## src/rtl/vp_runctl_pkg.sv

```systemverilog
package vp_runctl_pkg;

  typedef enum logic [1:0] {
    SEL_NONE = 2'd0,
    SEL_STOP = 2'd1,
    SEL_RUN  = 2'd2,
    SEL_STAT = 2'd3
  } reg_sel_e;

  // valid-VP mask for a given VP count (1..64)
  function automatic logic [63:0] vp_mask64(input int unsigned n);
    if (n >= 64) return '1;
    return (64'd1 << n) - 64'd1;
  endfunction

  // exact register address match
  function automatic logic reg_hit(input logic [31:0] a, input logic [31:0] base,
                                   input logic [31:0] ofs);
    return a == (base + ofs);
  endfunction

endpackage

```

## src/rtl/vp_runctl_decode.sv

```systemverilog
module vp_runctl_decode
  import vp_runctl_pkg::*;
#(
  parameter int unsigned ADDR_W   = 16,
  parameter int unsigned BASE_CL  = 32'h2000,
  parameter int unsigned BASE_CO  = 32'h4000,
  parameter int unsigned OFS_STOP = 32'h0,
  parameter int unsigned OFS_RUN  = 32'h8,
  parameter int unsigned OFS_STAT = 32'h10
) (
  input  logic [ADDR_W-1:0] addr,
  output reg_sel_e          sel,
  output logic [1:0]        win_hit
);
  localparam int unsigned NWIN = 2;
  localparam logic [31:0] BASES [NWIN] = '{BASE_CL, BASE_CO};

  logic [NWIN-1:0] hit_stop, hit_run, hit_stat;

  for (genvar w = 0; w < NWIN; w++) begin : g_win
    assign hit_stop[w] = reg_hit(32'(addr), BASES[w], OFS_STOP);
    assign hit_run[w]  = reg_hit(32'(addr), BASES[w], OFS_RUN);
    assign hit_stat[w] = reg_hit(32'(addr), BASES[w], OFS_STAT);
    assign win_hit[w]  = hit_stop[w] | hit_run[w] | hit_stat[w];
  end

  always_comb begin
    sel = SEL_NONE;
    if (|hit_stop)      sel = SEL_STOP;
    else if (|hit_run)  sel = SEL_RUN;
    else if (|hit_stat) sel = SEL_STAT;
  end
endmodule

```

## src/rtl/vp_runctl_core.sv

```systemverilog
module vp_runctl_core #(
  parameter int unsigned NUM_VP        = 1,
  parameter logic [63:0] START_RUNNING = 64'h1
) (
  input  logic              clk,
  input  logic              rst_n,
  input  logic [NUM_VP-1:0] start_cmd,
  input  logic [NUM_VP-1:0] stop_cmd,
  output logic [NUM_VP-1:0] running_o,
  output logic [NUM_VP-1:0] vp_reset_o,
  output logic [NUM_VP-1:0] vp_halt_o
);
  localparam logic [NUM_VP-1:0] START_V = NUM_VP'(START_RUNNING);

  logic              boot_q;
  logic [NUM_VP-1:0] run_q, rst_q, hlt_q;
  logic [NUM_VP-1:0] start_all, start_ev, stop_ev, run_d;

  assign start_all = start_cmd | (boot_q ? START_V : '0);

  // per-VP events: a start only for an idle VP, a stop only for a running VP
  for (genvar i = 0; i < NUM_VP; i++) begin : g_vp
    assign start_ev[i] = start_all[i] & ~run_q[i];
    assign stop_ev[i]  = stop_cmd[i]  &  run_q[i];
    assign run_d[i]    = (run_q[i] | start_ev[i]) & ~stop_ev[i];
  end

  always_ff @(posedge clk or negedge rst_n) begin
    if (!rst_n) begin
      boot_q <= 1'b1;
      run_q  <= '0;
      rst_q  <= '0;
      hlt_q  <= '0;
    end else begin
      boot_q <= 1'b0;
      run_q  <= run_d;
      rst_q  <= start_ev;
      hlt_q  <= stop_ev;
    end
  end

  assign running_o  = run_q;
  assign vp_reset_o = rst_q;
  assign vp_halt_o  = hlt_q;

  AST_START_FROM_IDLE: assert property (@(posedge clk) disable iff (!rst_n)
    (vp_reset_o & $past(run_q)) == '0);
  AST_STOP_FROM_RUNNING: assert property (@(posedge clk) disable iff (!rst_n)
    (vp_halt_o & ~$past(run_q)) == '0);
  AST_STATE_CHANGE_PULSED: assert property (@(posedge clk) disable iff (!rst_n)
    (run_q ^ $past(run_q)) == (vp_reset_o | vp_halt_o));
  AST_RESET_PULSE_SINGLE: assert property (@(posedge clk) disable iff (!rst_n)
    (vp_reset_o & $past(vp_reset_o)) == '0);
  AST_HALT_PULSE_SINGLE: assert property (@(posedge clk) disable iff (!rst_n)
    (vp_halt_o & $past(vp_halt_o)) == '0);
  AST_NO_RESET_AND_HALT: assert property (@(posedge clk) disable iff (!rst_n)
    (vp_reset_o & vp_halt_o) == '0);
  AST_BOOT_PULSE: assert property (@(posedge clk) disable iff (!rst_n)
    boot_q |=> (vp_reset_o & START_V) == START_V);
endmodule

```

## src/rtl/vp_runctl_readback.sv

```systemverilog
module vp_runctl_readback
  import vp_runctl_pkg::*;
#(
  parameter int unsigned NUM_VP = 1
) (
  input  logic              clk,
  input  logic              rst_n,
  input  logic              rd_en,
  input  reg_sel_e          sel,
  input  logic [NUM_VP-1:0] running,
  output logic [63:0]       rdata
);
  always_ff @(posedge clk or negedge rst_n) begin
    if (!rst_n)     rdata <= '0;
    else if (rd_en) rdata <= (sel == SEL_STAT) ? 64'(running) : 64'd0;
  end
endmodule

```

## src/rtl/vp_runctl.sv

```systemverilog
module vp_runctl
  import vp_runctl_pkg::*;
#(
  parameter int unsigned NUM_VP        = 1,
  parameter logic [63:0] START_RUNNING = 64'h1,
  parameter int unsigned ADDR_W        = 16,
  parameter int unsigned BASE_CL       = 32'h2000,
  parameter int unsigned BASE_CO       = 32'h4000
) (
  input  logic              clk,
  input  logic              rst_n,
  input  logic [ADDR_W-1:0] addr,
  input  logic              wr_en,
  input  logic              rd_en,
  input  logic [63:0]       wdata,
  output logic [63:0]       rdata,
  output logic [NUM_VP-1:0] vp_reset,
  output logic [NUM_VP-1:0] vp_halt
);
  localparam logic [63:0] VP_MASK = vp_mask64(NUM_VP);

  if (NUM_VP < 1 || NUM_VP > 64) begin : g_bad_count
    $error("NUM_VP must lie in 1..64");
  end
  if ((START_RUNNING & ~VP_MASK) != 64'd0) begin : g_bad_start
    $error("START_RUNNING names a VP beyond NUM_VP");
  end

  reg_sel_e          sel;
  logic [1:0]        win_hit;
  logic [NUM_VP-1:0] cmd_bits, start_cmd, stop_cmd, running;

  vp_runctl_decode #(
    .ADDR_W (ADDR_W),
    .BASE_CL(BASE_CL),
    .BASE_CO(BASE_CO)
  ) u_dec (
    .addr   (addr),
    .sel    (sel),
    .win_hit(win_hit)
  );

  assign cmd_bits  = NUM_VP'(wdata & VP_MASK);
  assign start_cmd = (wr_en && sel == SEL_RUN)  ? cmd_bits : '0;
  assign stop_cmd  = (wr_en && sel == SEL_STOP) ? cmd_bits : '0;

  vp_runctl_core #(
    .NUM_VP       (NUM_VP),
    .START_RUNNING(START_RUNNING)
  ) u_core (
    .clk       (clk),
    .rst_n     (rst_n),
    .start_cmd (start_cmd),
    .stop_cmd  (stop_cmd),
    .running_o (running),
    .vp_reset_o(vp_reset),
    .vp_halt_o (vp_halt)
  );

  vp_runctl_readback #(.NUM_VP(NUM_VP)) u_rd (
    .clk    (clk),
    .rst_n  (rst_n),
    .rd_en  (rd_en),
    .sel    (sel),
    .running(running),
    .rdata  (rdata)
  );

  AST_WINDOWS_DISJOINT: assert property (@(posedge clk) disable iff (!rst_n)
    $onehot0(win_hit));
  AST_STATUS_READ: assert property (@(posedge clk) disable iff (!rst_n)
    (rd_en && sel == SEL_STAT) |=> rdata == 64'($past(running)));
  AST_UNMAPPED_READ_ZERO: assert property (@(posedge clk) disable iff (!rst_n)
    (rd_en && sel == SEL_NONE) |=> rdata == 64'd0);
  AST_UNMAPPED_WRITE_QUIET: assert property (@(posedge clk) disable iff (!rst_n)
    (wr_en && sel == SEL_NONE) |=> (vp_reset | vp_halt) == '0);
endmodule

```

## config.mk

```make
export PLATFORM = sky130hd
export DESIGN_NAME = vp_runctl
export DESIGN_NICKNAME = d
export VERILOG_FILES = /design/src/rtl/vp_runctl_pkg.sv /design/src/rtl/vp_runctl_decode.sv /design/src/rtl/vp_runctl_core.sv /design/src/rtl/vp_runctl_readback.sv /design/src/rtl/vp_runctl.sv
export SDC_FILE = /design/constraint.sdc
export NUM_CORES = 1
export LEC_CHECK = 0
export ABC_AREA = 1
export BUFFER_PORTS_ARGS = -buffer_cell sky130_fd_sc_hd__buf_4
export CELL_PAD_IN_SITES_DETAIL_PLACEMENT = 2
export CELL_PAD_IN_SITES_GLOBAL_PLACEMENT = 2
export CORE_AREA = 2 2 96 98
export CTS_CLUSTER_DIAMETER = 120
export DETAILED_ROUTE_END_ITERATION = 12
export DIE_AREA = 0 0 98 100
export PLACE_DENSITY = 0.81
export SLEW_MARGIN = 15
export SYNTH_ARGS = -nofsm -noshare
export SYNTH_HDL_FRONTEND = slang
export SYNTH_SLANG_ARGS = --single-unit
```

## constraint.sdc

```tcl
create_clock -name clk -period 0.8 [get_ports clk]
set_input_delay 0.16 -clock clk [delete_from_list [all_inputs] [get_ports clk]]
set_output_delay 0.16 -clock clk [all_outputs]
set_load 0.02 [all_outputs]
```

; ---- Word level (Yosys, flattened, before mapping)
; Index checks and enable logic that the tools add are counted.
[word_totals]
out_inout_bits = 66
word_cells = 33
register_bits = 68
[classes]
reduce_logical = 5
n_bitwise = 7
mux = 7
n_eq_ne = 9
[ops]
columns = operator, count
row1 = 16-bit by 14-bit == test with 1-bit output (second input constant), 3
row2 = 16-bit by 15-bit == test with 1-bit output (second input constant), 3
row3 = 2-bit two-way mux, 3
row4 = 2-bit OR reduction, 3
row5 = 2-bit == test (second input constant), 2
row6 = 1-bit two-way mux, 4
row7 = 1-bit AND, 3
row8 = 2-bit by 1-bit == test with 1-bit output (second input constant), 1
row9 = 1-bit logical AND, 2
row10 = 1-bit NOT, 2
row11 = 1-bit bitwise OR, 2

; ---- Depth between registers and ports, before layout
[logic_depth]
ltp_word = 12
mapped_depth = 9
depth_no_buf = 9

; ---- Cells and area by module
; Synthesis repeated with hierarchy kept, for this count alone.
[unflattened]
hier_cells = 130
area_unflattened_um2 = 927.1
[modules_own_cells]
columns = mod, cells_per_inst, instances, area_each_um2, seq_area_each_um2
row1 = vp_runctl_readback, 70, 1, 525.5, 25.0
row2 = vp_runctl_decode, 40, 1, 232.7, 0.0
row3 = vp_runctl_core, 13, 1, 142.6, 101.3
row4 = vp_runctl, 7, 1, 26.3, 0.0

; ---- Least setup slack after synthesis
; OpenSTA, ideal clock, no wires.
[synth_path]
kind = input to register
from = input port addr[9]
to = register u_core.run_q, in the netlist u_core.running_o
setup_slack_ns = -0.018
path_stages = 8
arrival_time_ns = 0.701
path_buffers = 0
cell_sequence = nor2_1 > nand2_2 > nor2_1 > nand2_1 > nand2_1 > nand3_1 > nand2_1 > nand2_1
[synth_via]
elab_chain_cells = 12
word_cells_on_any_way = 24
cone_classes = eq/ne: 8 / mux: 5 / bitwise: 6 / reduce/logical: 5
[synth_lines]
columns = item, line
row1 = from (decl), vp_runctl.sv:12  ; input logic [ADDR_W-1:0] addr,
row2 = 16-bit by 14-bit == test with 1-bit output or 16-bit by 15-bit == test with 1-bit output (tied branches), vp_runctl_pkg.sv:19  ; return a == (base + ofs);
row3 = 2-bit OR reduction, vp_runctl_decode.sv:31  ; else if (|hit_stat) sel = SEL_STAT;
row4 = 2-bit two-way mux, vp_runctl_decode.sv:31
row5 = 2-bit two-way mux, vp_runctl_decode.sv:30  ; else if (|hit_run) sel = SEL_RUN;
row6 = 2-bit two-way mux (*), vp_runctl_decode.sv:29  ; if (|hit_stop) sel = SEL_STOP;
row7 = 2-bit == test, vp_runctl.sv:44  ; assign start_cmd = (wr_en && sel == SEL_RUN) ? cmd_bits : '0;
row8 = 1-bit logical AND, vp_runctl.sv:44
row9 = 1-bit two-way mux, vp_runctl.sv:44
row10 = 1-bit bitwise OR, vp_runctl_core.sv:19  ; assign start_all = start_cmd | (boot_q ? START_V : '0);
row11 = 1-bit AND, vp_runctl_core.sv:23  ; assign start_ev[i] = start_all[i] & ~run_q[i];
row12 = 1-bit bitwise OR, vp_runctl_core.sv:25  ; assign run_d[i] = (run_q[i] | start_ev[i]) & ~stop_ev[i];
row13 = 1-bit AND (*), vp_runctl_core.sv:25
row14 = net u_core.run_d, vp_runctl_core.sv:17  ; logic [NUM_VP-1:0] start_all, start_ev, stop_ev, run_d;
row15 = to (signal assigned), vp_runctl_core.sv:36  ; run_q <= run_d;
row16 = to (decl), vp_runctl_core.sv:16  ; logic [NUM_VP-1:0] run_q, rst_q, hlt_q;
; Mark *: on every way through the listed nets, which the timed path passes. The rest lies on a longest branch.
; A chain may end at the register's enable or synchronous reset.

; ---- Worst setup path after layout
[layout_path]
from = register u_rd.rdata[0]
to = output port rdata[0]
[layout_rtl]
columns = item, line
row1 = from (decl), vp_runctl_readback.sv:11  ; output logic [63:0] rdata
row2 = from (signal assigned), vp_runctl_readback.sv:15  ; else if (rd_en) rdata <= (sel == SEL_STAT) ? 64'(running) : 64'd0;
row3 = to (decl), vp_runctl.sv:16  ; output logic [63:0] rdata,
; No word-level cell between the ends.

==> impl_metrics.csv <==
group,metric,value,unit
critical_path,largest_stage_delay_worst_path,0.38,ns
power_and_ir_drop,comb_power_share,0.407,
yosys,synthTopCellsByArea,"buf_4, dfrtp_1, nand2_1, nor2_1, inv_1",
timing,fin_skew,0.002412,ns
worst_hold_path,hold-path-endpoint,"u_rd.rdata[0]$_DFFE_PN0P_",
critical_path,setup.worst_path.start_class,"flip-flop",
yosys,postSynthCellCount,126,
critical_path,worst_case_reg_to_reg_path_depth,4,
floorplanning,placementRows,35,
critical_path,worstPathBufferInverterCount,1,
power_and_ir_drop,p_int,0.0007329,W
floorplanning,ioPinCount,150,
layout,area_delta_synth_final,34.59,%
grt,grt_start_max_net_pins,6,
layout,final_core_util,0.1303,
clock_network,clock_buffer_count_from_cts,3,
outcome,run_status,"finished with violations",
timing,final.period_utilization,1.117,
layout,antenna-diode-count,0,
timing,final-setup-viol-count,4,
detailed_routing,drt_iter0_markers,3,
critical_path,crit_path_cell_trace,"buf_6",
yosys,syn-cell-area,860.8,um2
clock_network,cts_sinks,5,
critical_path,reg2reg_to,"u_core.running_o$_DFF_PN0_",
power_and_ir_drop,ir_worst_vdd,0.1917,mV
worst_hold_path,worst_hold_path.num_cells,2,
floorplanning,start_util,0.09683,
detailed_routing,drt_drc_violations_left,0,
detailed_routing,total_detailed_routing_wirelength,2.010,mm
clock_network,cts.htree.levels,1,
power_and_ir_drop,fraction_of_power_spent_switching_nets,0.4084,
layout,most_frequent_cells_in_the_layout,"conb_1, buf_4, nand2_1",
layout,finalNetCount,243,
critical_path,r2r_start,"u_core.boot_q$_DFF_PN1_",
yosys,post-synth-top-area-fraction,0.5494,
timing,min_period,0.8939,ns
clock_network,worst_setup_hold_path_clk_slew,0.04,ns
timing,timing.final.ws_setup,-0.09386,ns
floorplanning,fp.dieArea,9800,um2
place,detailedPlacementHpwl,1.740,mm
place,place_congestion,0.7053,
power_and_ir_drop,total_power,0.001239,W
detailed_routing,viasPerCell,2.517,
yosys,ys_seq_area_frac,0.1468,
worst_hold_path,hold_path_origin,"rd_en",
timing,fmax,1119,MHz
yosys,yosysUniqueCellTypes,16,
power_and_ir_drop,pwr-share-seq,0.221,
timing,fin_tns_setup,-0.2604,ns
floorplanning,core_area,8890,um2
layout,layout.cells.most_common,"conb_1",
detailed_routing,ant_nets,0,
critical_path,crit_path_max_fanout,2,
clock_network,tritoncts,"yes",
detailed_routing,post_drt_wl_per_cell,7.472,um
grt,via_count_of_the_first_global_routing_pass,643,
grt,gr-total-overflow,0,
layout,layout-drive-gt1-share,0.3861,
power_and_ir_drop,power.density_cell_area,1069,nW/um2
grt,grt_antenna_before_repair,0,
critical_path,critical_path_required,0.64,ns
yosys,post_synth.cell_area_avg,6.832,um2
layout,fillers,1061,
detailed_routing,num_vias,677,
yosys,synth_warnings,0,
outcome,failed_checks,"setup timing",
timing,grt_setup_unrepaired,"yes",
worst_hold_path,hold_class,"input port to flip-flop",
timing,slew_violations,0,
critical_path,critical-path-slowest-cell,"dfrtp_1",
place,dpl_worst_slack,-0.2644,ns
power_and_ir_drop,power.static_leakage,0.6199,nW
timing,final-hold-violation-count,0,
flow_run,max_cap_violations,0,
detailed_routing,drt_pre_antenna_iters,3,
power_and_ir_drop,switchingPower,0.0005060,W
yosys,ys_seq_elements,5,
grt,globalRouteTotalUtil,0.03718,
place,port_buffers,23,
grt,global_route_wire_length_before_repair,2.856,mm
critical_path,timing_worst_setup_path_type,"flip-flop to output port",
power_and_ir_drop,pwr-share-clk,0.372,
yosys,yosys.area.top_type,"buf_4",
clock_network,cts-root-to-sink-buffers,2,
clock_network,cts_root_buf,"clkbuf_8",
floorplanning,fp.dieW,98,um
critical_path,endpoint_kind_of_the_worst_setup_timing_path,"output port",
critical_path,r2r_slack,0.02,ns
critical_path,worstPathArrival,0.73,ns
critical_path,worst_path_top_cell_family_by_delay,"flip-flops",
floorplanning,die_h,100,um
clock_network,clock_insertion_delay_worst_skew,0.22,ns
-- registers in the layout (all words and copies together) (netlist names) --
signal             flops
u_core.vp_halt_o       1
u_core.boot_q          1
u_core.vp_reset_o      1
u_core.running_o       1
u_rd.rdata             1
-- kinds of logic (layout without fill, tap and decap cells) --
kind of cell	count (synthesis)	count (layout)	synth area share
buf+inv	75	44	0.6017
simple gates	44	44	0.2398
flops	5	5	0.1468
other cells	1	64	0.004356
compound gates	1	1	0.007272
-- cells in the mapped netlist --
cell      n
nor2_2    5
nand2_1  17
inv_1    10
inv_2     2
nor2_1   12
o22ai_1   1
nor2_4    1
dfrtp_1   4
conb_1    1
nand4_1   1
buf_4    63
nor3_1    1
nand3_1   3
nand2_2   3
dfstp_2   1
nand3_2   1
-- timing repair --
item | 4_1_cts | 5_1_grt
endpoints found under the setup margin | 5 | 7
gates cloned | 0 | 0
hold buffers | 1 | 0
pin swaps | 4 | 14
resized for setup | 9 | 24
endpoints found under the hold margin | 5 | 0
buffers inserted | 0 | 2
-- worst max path at each step --
stage / from / end / slack [ns] / depth (start not counted)
final: u_rd.rdata[0]$_DFFE_PN0P_ / rdata[0] / -0.09 / 1
after global routing: u_rd.rdata[0]$_DFFE_PN0P_ / rdata[0] / -0.12 / 1
after CTS: u_rd.rdata[0]$_DFFE_PN0P_ / rdata[0] / -0.11 / 1
after detailed placement: addr[1] / u_core.running_o$_DFF_PN0_ / -0.26 / 9
after global placement: addr[5] / u_core.vp_reset_o$_DFF_PN0_ / -0.24 / 9
after floorplan: addr[1] / u_core.running_o$_DFF_PN0_ / 0.001 / 8
-- metal layers --
metal,global-route usage,share of wire,up-vias
met1,0.03507,0.33,314
met3,0.002786,0.094,2
met4,0.02564,0.015,0
met5,0,0,-
met2,0.07534,0.56,51
li1,-,-,310
-- power groups by stage --
stage / sequential, W / clock, W / combinational (W)
floorplan: 0.000277 / 0 / 0.000555
global placement: 0.000276 / 0 / 0.000439
detailed placement: 0.000276 / 0 / 0.000447
CTS: 0.000274 / 0.000485 / 0.000462
global route: 0.000276 / 0.000504 / 0.000545
finish: 0.000274 / 0.000461 / 0.000504
-- cell type report --
type | count | area, um2 | area share
sequential | 5 | 126.4 | 0.1091
inverter | 12 | 45.04 | 0.03888
multi-input combinational | 109 | 553.0 | 0.4773
clock buffer | 4 | 45.04 | 0.03888
timing repair buffer | 28 | 250.2 | 0.2160
tap | 111 | 138.9 | 0.1199
-- metrics by stage --
| stage | area (um2) | instances | hold WS [ns] |
|---|---|---|---|
| finish | 1159 | 269 | 0.1315 |
| global route | 1159 | 269 | 0.1343 |
| CTS | 1065 | 269 | 0.1217 |
| detailed placement | 980.9 | 264 | -0.03297 |
| global placement | 980.9 | 264 | -0.03287 |
| floorplan | 1112 | 189 | -0.1356 |
Power figures use the tool's default switching activity.
